**config.mk**
```make
export PLATFORM = sky130hd
export DESIGN_NAME = uart_tx_mp
export DESIGN_NICKNAME = d
export VERILOG_FILES = /design/src/rtl/uart_tx_mp_pkg.sv /design/src/rtl/uart_tx_mp_ctrl.sv /design/src/rtl/uart_tx_mp_framer.sv /design/src/rtl/uart_tx_mp_shifter.sv /design/src/rtl/uart_tx_mp.sv
export SDC_FILE = /design/constraint.sdc
export NUM_CORES = 1
export LEC_CHECK = 0
export CAP_MARGIN = 5
export CORE_MARGIN = 1.5
export CORE_UTILIZATION = 55
export DETAILED_ROUTE_END_ITERATION = 8
export DONT_BUFFER_PORTS = 1
export PLACE_DENSITY_LB_ADDON = 0.12
export SYNTH_ARGS = -nofsm -noshare
export SYNTH_HDL_FRONTEND = slang
export SYNTH_SLANG_ARGS = --single-unit
```
**constraint.sdc**
```tcl
create_clock -name clk -period 1.5 [get_ports clk]
set_input_delay 0.225 -clock clk [delete_from_list [all_inputs] [get_ports clk]]
set_output_delay 0.225 -clock clk [all_outputs]
set_load 0.05 [all_outputs]
```
**src/rtl/uart_tx_mp_pkg.sv**
```systemverilog
package uart_tx_mp_pkg;

  typedef enum logic [1:0] {
    TXM_PLAIN     = 2'd0,
    TXM_IDLE_ADDR = 2'd1,
    TXM_BIT_ADDR  = 2'd2,
    TXM_AUTOBAUD  = 2'd3
  } txm_e;

  typedef struct packed {
    logic short_char;
    logic msb_first;
    logic par_en;
    logic par_even;
    logic two_stop;
    txm_e mode;
  } tx_cfg_t;

endpackage

```
**src/rtl/uart_tx_mp_ctrl.sv**
```systemverilog
module uart_tx_mp_ctrl (
  input  logic clk,
  input  logic rst_n,
  input  logic accept,
  input  logic set_addr,
  input  logic set_brk,
  output logic addr_q,
  output logic brk_q
);

  logic addr_d, brk_d;

  always_comb begin
    addr_d = addr_q;
    brk_d  = brk_q;
    if (accept) begin
      brk_d = 1'b0;
      if (!brk_q) addr_d = 1'b0;
    end
    if (set_addr) addr_d = 1'b1;
    if (set_brk)  brk_d  = 1'b1;
  end

  always_ff @(posedge clk or negedge rst_n) begin
    if (!rst_n) begin
      addr_q <= 1'b0;
      brk_q  <= 1'b0;
    end else begin
      addr_q <= addr_d;
      brk_q  <= brk_d;
    end
  end


  brk_clear_chk: assert property (@(posedge clk) disable iff (!rst_n)
    (accept && !set_brk) |=> !brk_q);


  addr_clear_chk: assert property (@(posedge clk) disable iff (!rst_n)
    (accept && !brk_q && !set_addr) |=> !addr_q);


  brk_keeps_addr_chk: assert property (@(posedge clk) disable iff (!rst_n)
    (accept && brk_q && addr_q) |=> addr_q);

endmodule

```
**src/rtl/uart_tx_mp_framer.sv**
```systemverilog
module uart_tx_mp_framer
  import uart_tx_mp_pkg::*;
#(
  parameter int DATA_W  = 8,
  parameter int BRK_LOW = 13,
  parameter int GAP_BITS = 11,
  parameter int SEQ_W   = 27,
  parameter int CNT_W   = 5
) (
  input  logic [DATA_W-1:0] data_i,
  input  tx_cfg_t           cfg,
  input  logic              addr_armed,
  input  logic              brk_armed,
  output logic [SEQ_W-1:0]  seq_o,
  output logic [CNT_W-1:0]  len_o
);

  localparam logic [CNT_W-1:0] SEQ_W_C = CNT_W'(SEQ_W);

  logic [DATA_W-1:0] ord_src, ord, mask;
  logic [SEQ_W-1:0]  seq;
  logic [CNT_W-1:0]  pos;
  logic              addr_bit, par_raw, par_bit, send_char;

  always_comb begin
    ord_src = cfg.short_char ? {data_i[DATA_W-2:0], 1'b0} : data_i;
    for (int i = 0; i < DATA_W; i++)
      ord[i] = cfg.msb_first ? ord_src[DATA_W-1-i] : data_i[i];
    mask      = cfg.short_char ? {1'b0, {(DATA_W-1){1'b1}}} : {DATA_W{1'b1}};
    addr_bit  = (cfg.mode == TXM_BIT_ADDR) && addr_armed;
    par_raw   = (^(data_i & mask)) ^ addr_bit;
    par_bit   = cfg.par_even ? par_raw : ~par_raw;
    send_char = !brk_armed || (cfg.mode == TXM_AUTOBAUD);

    seq = {SEQ_W{1'b1}};
    pos = '0;
    if (brk_armed) begin
      for (int i = 0; i < BRK_LOW; i++) begin
        seq = {seq[SEQ_W-2:0], 1'b0};
        pos = pos + CNT_W'(1);
      end
      seq = {seq[SEQ_W-2:0], 1'b1};
      pos = pos + CNT_W'(1);
    end else if (addr_armed && cfg.mode == TXM_IDLE_ADDR) begin
      for (int i = 0; i < GAP_BITS; i++) begin
        seq = {seq[SEQ_W-2:0], 1'b1};
        pos = pos + CNT_W'(1);
      end
    end

    if (send_char) begin
      seq = {seq[SEQ_W-2:0], 1'b0};
      pos = pos + CNT_W'(1);
      for (int i = 0; i < DATA_W; i++) begin
        if (!(cfg.short_char && i == DATA_W-1)) begin
          seq = {seq[SEQ_W-2:0], ord[i]};
          pos = pos + CNT_W'(1);
        end
      end
      if (cfg.mode == TXM_BIT_ADDR) begin
        seq = {seq[SEQ_W-2:0], addr_bit};
        pos = pos + CNT_W'(1);
      end
      if (cfg.par_en) begin
        seq = {seq[SEQ_W-2:0], par_bit};
        pos = pos + CNT_W'(1);
      end
      seq = {seq[SEQ_W-2:0], 1'b1};
      pos = pos + CNT_W'(1);
      if (cfg.two_stop) begin
        seq = {seq[SEQ_W-2:0], 1'b1};
        pos = pos + CNT_W'(1);
      end
    end

    len_o = pos;
    seq_o = seq << (SEQ_W_C - pos);
  end

endmodule

```
**src/rtl/uart_tx_mp_shifter.sv**
```systemverilog
module uart_tx_mp_shifter #(
  parameter int SEQ_W = 27,
  parameter int CNT_W = 5
) (
  input  logic             clk,
  input  logic             rst_n,
  input  logic             bit_tick,
  input  logic             wr_en,
  input  logic [SEQ_W-1:0] seq_i,
  input  logic [CNT_W-1:0] len_i,
  output logic             accept,
  output logic             busy,
  output logic             txd
);

  logic [SEQ_W-1:0] sreg_q, sreg_d;
  logic [CNT_W-1:0] cnt_q, cnt_d, len_q, len_d;
  logic             busy_d, txd_d;

  assign accept = wr_en && !busy;

  always_comb begin
    sreg_d = sreg_q;
    cnt_d  = cnt_q;
    len_d  = len_q;
    busy_d = busy;
    txd_d  = txd;
    if (!busy) begin
      txd_d = 1'b1;
      if (wr_en) begin
        sreg_d = seq_i;
        len_d  = len_i;
        cnt_d  = '0;
        busy_d = 1'b1;
      end
    end else if (bit_tick) begin
      if (cnt_q == len_q) begin
        busy_d = 1'b0;
        txd_d  = 1'b1;
      end else begin
        txd_d  = sreg_q[SEQ_W-1];
        sreg_d = {sreg_q[SEQ_W-2:0], 1'b1};
        cnt_d  = cnt_q + CNT_W'(1);
      end
    end
  end

  always_ff @(posedge clk or negedge rst_n) begin
    if (!rst_n) begin
      sreg_q <= '1;
      cnt_q  <= '0;
      len_q  <= '0;
      busy   <= 1'b0;
      txd    <= 1'b1;
    end else begin
      sreg_q <= sreg_d;
      cnt_q  <= cnt_d;
      len_q  <= len_d;
      busy   <= busy_d;
      txd    <= txd_d;
    end
  end


  idle_high_chk: assert property (@(posedge clk) disable iff (!rst_n)
    !busy |-> txd);


  tick_only_chk: assert property (@(posedge clk) disable iff (!rst_n)
    !bit_tick |=> $stable(txd));


  busy_write_ignored_chk: assert property (@(posedge clk) disable iff (!rst_n)
    (busy && !bit_tick) |=> ($stable(cnt_q) && $stable(len_q) && busy));


  cnt_bound_chk: assert property (@(posedge clk) disable iff (!rst_n)
    busy |-> (cnt_q <= len_q));

endmodule

```
**src/rtl/uart_tx_mp.sv**
```systemverilog
module uart_tx_mp
  import uart_tx_mp_pkg::*;
#(
  parameter int DATA_W   = 8,
  parameter int BRK_LOW  = 13,
  parameter int GAP_BITS = 11
) (
  input  logic              clk,
  input  logic              rst_n,
  input  logic              bit_tick,
  input  logic              wr_en,
  input  logic [DATA_W-1:0] wr_data,
  input  logic              char7,
  input  logic              msb_first,
  input  logic              par_en,
  input  logic              par_even,
  input  logic              two_stop,
  input  logic [1:0]        mode,
  input  logic              arm_addr,
  input  logic              arm_brk,
  output logic              txd,
  output logic              busy,
  output logic              addr_armed,
  output logic              brk_armed
);

  localparam int FRAME_MAX = DATA_W + 5;
  localparam int LEAD_MAX  = (BRK_LOW + 1 > GAP_BITS) ? BRK_LOW + 1 : GAP_BITS;
  localparam int SEQ_W     = LEAD_MAX + FRAME_MAX;
  localparam int CNT_W     = $clog2(SEQ_W + 1);

  logic [1:0]       rst_sync_q;
  logic             rst_int_n;
  logic             accept;
  logic [SEQ_W-1:0] seq;
  logic [CNT_W-1:0] len;
  tx_cfg_t          cfg;

  always_ff @(posedge clk or negedge rst_n) begin
    if (!rst_n) rst_sync_q <= 2'b00;
    else        rst_sync_q <= {rst_sync_q[0], 1'b1};
  end
  assign rst_int_n = rst_sync_q[1];

  always_comb begin
    cfg.short_char = char7;
    cfg.msb_first  = msb_first;
    cfg.par_en     = par_en;
    cfg.par_even   = par_even;
    cfg.two_stop   = two_stop;
    cfg.mode       = txm_e'(mode);
  end

  uart_tx_mp_ctrl i_ctrl (
    .clk      (clk),
    .rst_n    (rst_int_n),
    .accept   (accept),
    .set_addr (arm_addr),
    .set_brk  (arm_brk),
    .addr_q   (addr_armed),
    .brk_q    (brk_armed)
  );

  uart_tx_mp_framer #(
    .DATA_W   (DATA_W),
    .BRK_LOW  (BRK_LOW),
    .GAP_BITS (GAP_BITS),
    .SEQ_W    (SEQ_W),
    .CNT_W    (CNT_W)
  ) i_framer (
    .data_i     (wr_data),
    .cfg        (cfg),
    .addr_armed (addr_armed),
    .brk_armed  (brk_armed),
    .seq_o      (seq),
    .len_o      (len)
  );

  uart_tx_mp_shifter #(
    .SEQ_W (SEQ_W),
    .CNT_W (CNT_W)
  ) i_shifter (
    .clk      (clk),
    .rst_n    (rst_int_n),
    .bit_tick (bit_tick),
    .wr_en    (wr_en),
    .seq_i    (seq),
    .len_i    (len),
    .accept   (accept),
    .busy     (busy),
    .txd      (txd)
  );

endmodule

```
==> results.json <==
{
  "status": "complete, but fails checks",
  "violations": "negative setup slack",
  "cts_tree": "done",
  "syn-num-nets": 631,
  "hold_viol_final": 0,
  "cp.arrival_ns": 4.89,
  "period_minus_slack_ns": 4.65,
  "grt_use_total_pct": 36.4,
  "path_class": "reg2reg",
  "tightest_slew_ns": 0.568,
  "fmax_ghz": 0.215,
  "syn_inst": 604,
  "end_kind": "flop",
  "fin_nets": 773,
  "synthDistinctLibCells": 83,
  "cts.sinks": 43,
  "post-route-worst-setup-slack_ns": -3.15,
  "antenna_violating_nets_post_route": 0,
  "pwr-share-clk_pct": 8.9,
  "hpwl_um": 11400,
  "drive_gt1_share_pct": 42.6,
  "post-route-period-util_pct": 310,
  "drv_slew": 0,
  "cts_inserted_buffers": 5,
  "routabilityCongestion": 0.919,
  "n_antenna_cell": 0,
  "core_um2": 8260,
  "sw_frac_of_total_pct": 42.8,
  "cp.required_ns": 1.74,
  "grt_first_pass_wirelength_um": 26000,
  "hold_class": "in2reg",
  "relSlewSlack_pct": 61.2,
  "syn_area_per_cell_um2": 7.78,
  "routed_via_density": 6.64,
  "worstSkewPairLatency_ns": 0.30,
  "yosys_warnings": 0,
  "finalSetupViolCount": 38,
  "die_h_um": 95.5,
  "comb_power_share_pct": 70.9,
  "rows": 33,
  "initial_utilization_pct": 56.9,
  "cts_buffer_depth": 2,
  "die_x_um": 95.5,
  "fin_tns_setup_ns": -92.02,
  "holdCritStartpoint": "arm_addr",
  "startpoint": "i_ctrl.brk_q",
  "cp_max_fo": 13,
  "rsz0062_at_grt": "true",
  "fin_util_pct": 82.1,
  "grt_pass1_vias": 5324,
  "cts-root-buf": "clkbuf_8",
  "grt_antenna_before_repair": 0,
  "drc": 0,
  "intPower_mw": 6.60,
  "syn_area_um2": 4700,
  "ys_seq_area_share_pct": 23.6,
  "firstDrtPassIters": 5,
  "htreeDepth": 2,
  "fill_cells": 503,
  "drt-total-wl_um": 16900,
  "powerDensity_nw_per_um2": 1700,
  "area_growth_pct": 44.2,
  "p_leak_nw": 2.91,
  "dieArea_um2": 9110,
  "peakVddDrop_mv": 1.08,
  "start_kind": "flop",
  "power.switching_mw": 4.93,
  "synth_edf_count": 0,
  "io_pins": 25,
  "drt_first_iter_violations": 550,
  "async_flop_share_pct": 100,
  "grt-ovfl-total": 0,
  "fin_skew_ns": 0.00654,
  "r2r-start": "i_ctrl.brk_q",
  "io_buffers": 0,
  "num_vias": 5655,
  "clk_pin_slew_ns": 0.09,
  "wire_per_inst_um": 19.8,
  "cap_violations": 0,
  "grt_max_degree": 42,
  "yosys_most_used_dff": "dfstp_2",
  "seq_power_share_pct": 20.2,
  "ys_seq_elements": 43
}
-- placed cells by master (no fill, tap or decap), types with 7 or more instances in the layout --
master and count:
or3_1 10, nand2b_1 9, inv_1 19, xnor2_1 12, nor3_1 11, xor2_1 7
dfrtp_1 12, mux2i_1 18, nand3_1 16, dfstp_2 28, a31oi_1 13, o21ai_0 19
nor2_1 56, buf_4 152, nand4_1 8, o31ai_1 9, o211ai_1 9, a21oi_1 41
mux2_2 11, nand2_1 47, buf_6 27, and3_1 8
-- worst max-delay path, cell delays in order, from the launching register on --
cell and delay (ns):
dfrtp_2 0.41, and4bb_2 0.33, xnor2_2 0.14, ha_4 0.23, and3b_2 0.20, a211oi_2 0.20
inv_2 0.09, ha_4 0.29, inv_4 0.04, a21oi_4 0.15, ha_4 0.15, xor3_2 0.29
buf_6 0.15, mux2_4 0.32, inv_4 0.07, ha_4 0.15, buf_4 0.12, nand2_1 0.07
a211o_1 0.31, buf_6 0.14, nand3_2 0.08, buf_8 0.16, mux2_2 0.36, o21ai_2 0.13
-- flip-flops by register name, summed over array words and instances (netlist names) --
signal and flops:
i_ctrl.addr_q 1, i_ctrl.brk_q 1, i_shifter.busy 1, i_shifter.cnt_q 5
i_shifter.len_q 5, i_shifter.sreg_q 27, i_shifter.txd 1, rst_sync_q 2
-- logic make-up after synthesis --
kind of cell	after synthesis	synth area share, %
flip-flops	43	23.6
XOR/XNOR	25	5.30
AO/OA/AOI/OAI	202	30.2
multiplexers	38	9.90
adder cells (fa/ha/maj)	6	1.60
buffers and inverters	74	6.60
AND/OR/NAND/NOR	215	22.7
other	1	0.0798
-- cell usage after synthesis, drive strengths merged (3+ instances only) --
| master | instances | share of area, % |
|---|---|---|
| and3 | 10 | 1.3 |
| dfstp | 28 | 16 |
| a21o | 5 | 0.80 |
| nand2b | 10 | 1.3 |
| o21ai | 25 | 2.7 |
| a32oi | 6 | 1.1 |
| mux2i | 19 | 4.3 |
| inv | 22 | 1.8 |
| xnor2 | 14 | 2.6 |
| a22oi | 8 | 1.3 |
| o221ai | 6 | 1.1 |
| a21oi | 50 | 5.4 |
| o31ai | 11 | 1.9 |
| nand2 | 51 | 4.1 |
| clkbuf | 32 | 2.6 |
| a31oi | 17 | 2.3 |
| and3b | 3 | 0.56 |
| buf | 19 | 2.2 |
| nor2b | 5 | 0.67 |
| dfrtp | 15 | 8.0 |
| nor2 | 60 | 4.8 |
| mux2 | 15 | 3.7 |
| nor3 | 13 | 1.5 |
| nand3 | 23 | 2.4 |
| o22ai | 8 | 1.1 |
| a221oi | 6 | 1.1 |
| or3 | 11 | 1.6 |
| a211o | 5 | 0.93 |
| or2 | 3 | 0.40 |
| o211ai | 9 | 1.4 |
| o21bai | 3 | 0.48 |
| nand4 | 8 | 1.1 |
| and2 | 7 | 0.93 |
| ha | 6 | 1.6 |
| o211a | 3 | 0.64 |
| a2111o | 5 | 1.2 |
| xor2 | 9 | 1.7 |
| a211oi | 8 | 1.4 |
| mux4 | 4 | 1.9 |
-- cell type report --
cell class                 count  area, µm²  share of cell area (%)
multi-input combinational    487       3750                    55.3
timing repair buffer         186       1570                    23.1
sequential                    43       1110                    16.4
tap                          105        131                    1.94
clock buffer                   7       97.6                    1.44
inverter                      23       91.3                    1.35
clock inverter                 1       30.0                   0.443
-- per-stage QoR --
step | hold slack, ns | area (µm²) | power, mW | instances | worst slack, ns
after floorplan | -0.0706 | 4980 | 6.53 | 604 | -3.32
after CTS | 0.0484 | 6540 | 10.7 | 843 | -3.01
after global routing | 0.0432 | 6780 | 12.2 | 852 | -3.28
final | 0.0393 | 6780 | 11.5 | 852 | -3.15
after detailed placement | -0.0705 | 5990 | 8.94 | 815 | -3.14
after global placement | -0.0705 | 5990 | 8.75 | 815 | -2.98
-- timing repair --
item,in CTS,in global routing
pin swaps,27,11
endpoints found under the hold margin,2,0
resized for setup,58,34
hold buffers,1,0
gates cloned,0,1
setup endpoints to repair,37,40
buffers inserted,20,10
-- per-layer routing --
layer	GRT usage, %	vias to the layer above	wire length, µm
li1	-	2554	-
met1	48.5	2713	6960
met2	61.6	327	7990
met3	4.07	61	1360
met4	11.0	0	554
met5	0	-	0
-- power by group through the flow --
| stage | Combinational (mW) | Sequential, mW | Clock [mW] |
|---|---|---|---|
| 2_1_floorplan | 4.20 | 2.33 | 0 |
| 3_3_place_gp | 6.44 | 2.30 | 0 |
| 3_5_place_dp | 6.61 | 2.33 | 0 |
| 4_1_cts | 7.34 | 2.31 | 1.02 |
| 5_1_grt | 8.72 | 2.39 | 1.07 |
| 6_report | 8.17 | 2.33 | 1.02 |
-- worst paths after layout --
kind / end / slack (ns) / depth (start not counted)
max in group asynchronous: i_ctrl.brk_q / 0.78 / 1
min in group asynchronous: rst_sync_q[0] / 0.15 / 1
max: i_shifter.sreg_q[26] / -3.15 / 23
min: i_ctrl.addr_q / 0.04 / 1
min reg2reg: i_shifter.cnt_q[0] / 0.34 / 1
max reg2reg: i_shifter.sreg_q[26] / -3.15 / 23
Power figures use the tool's default switching activity.
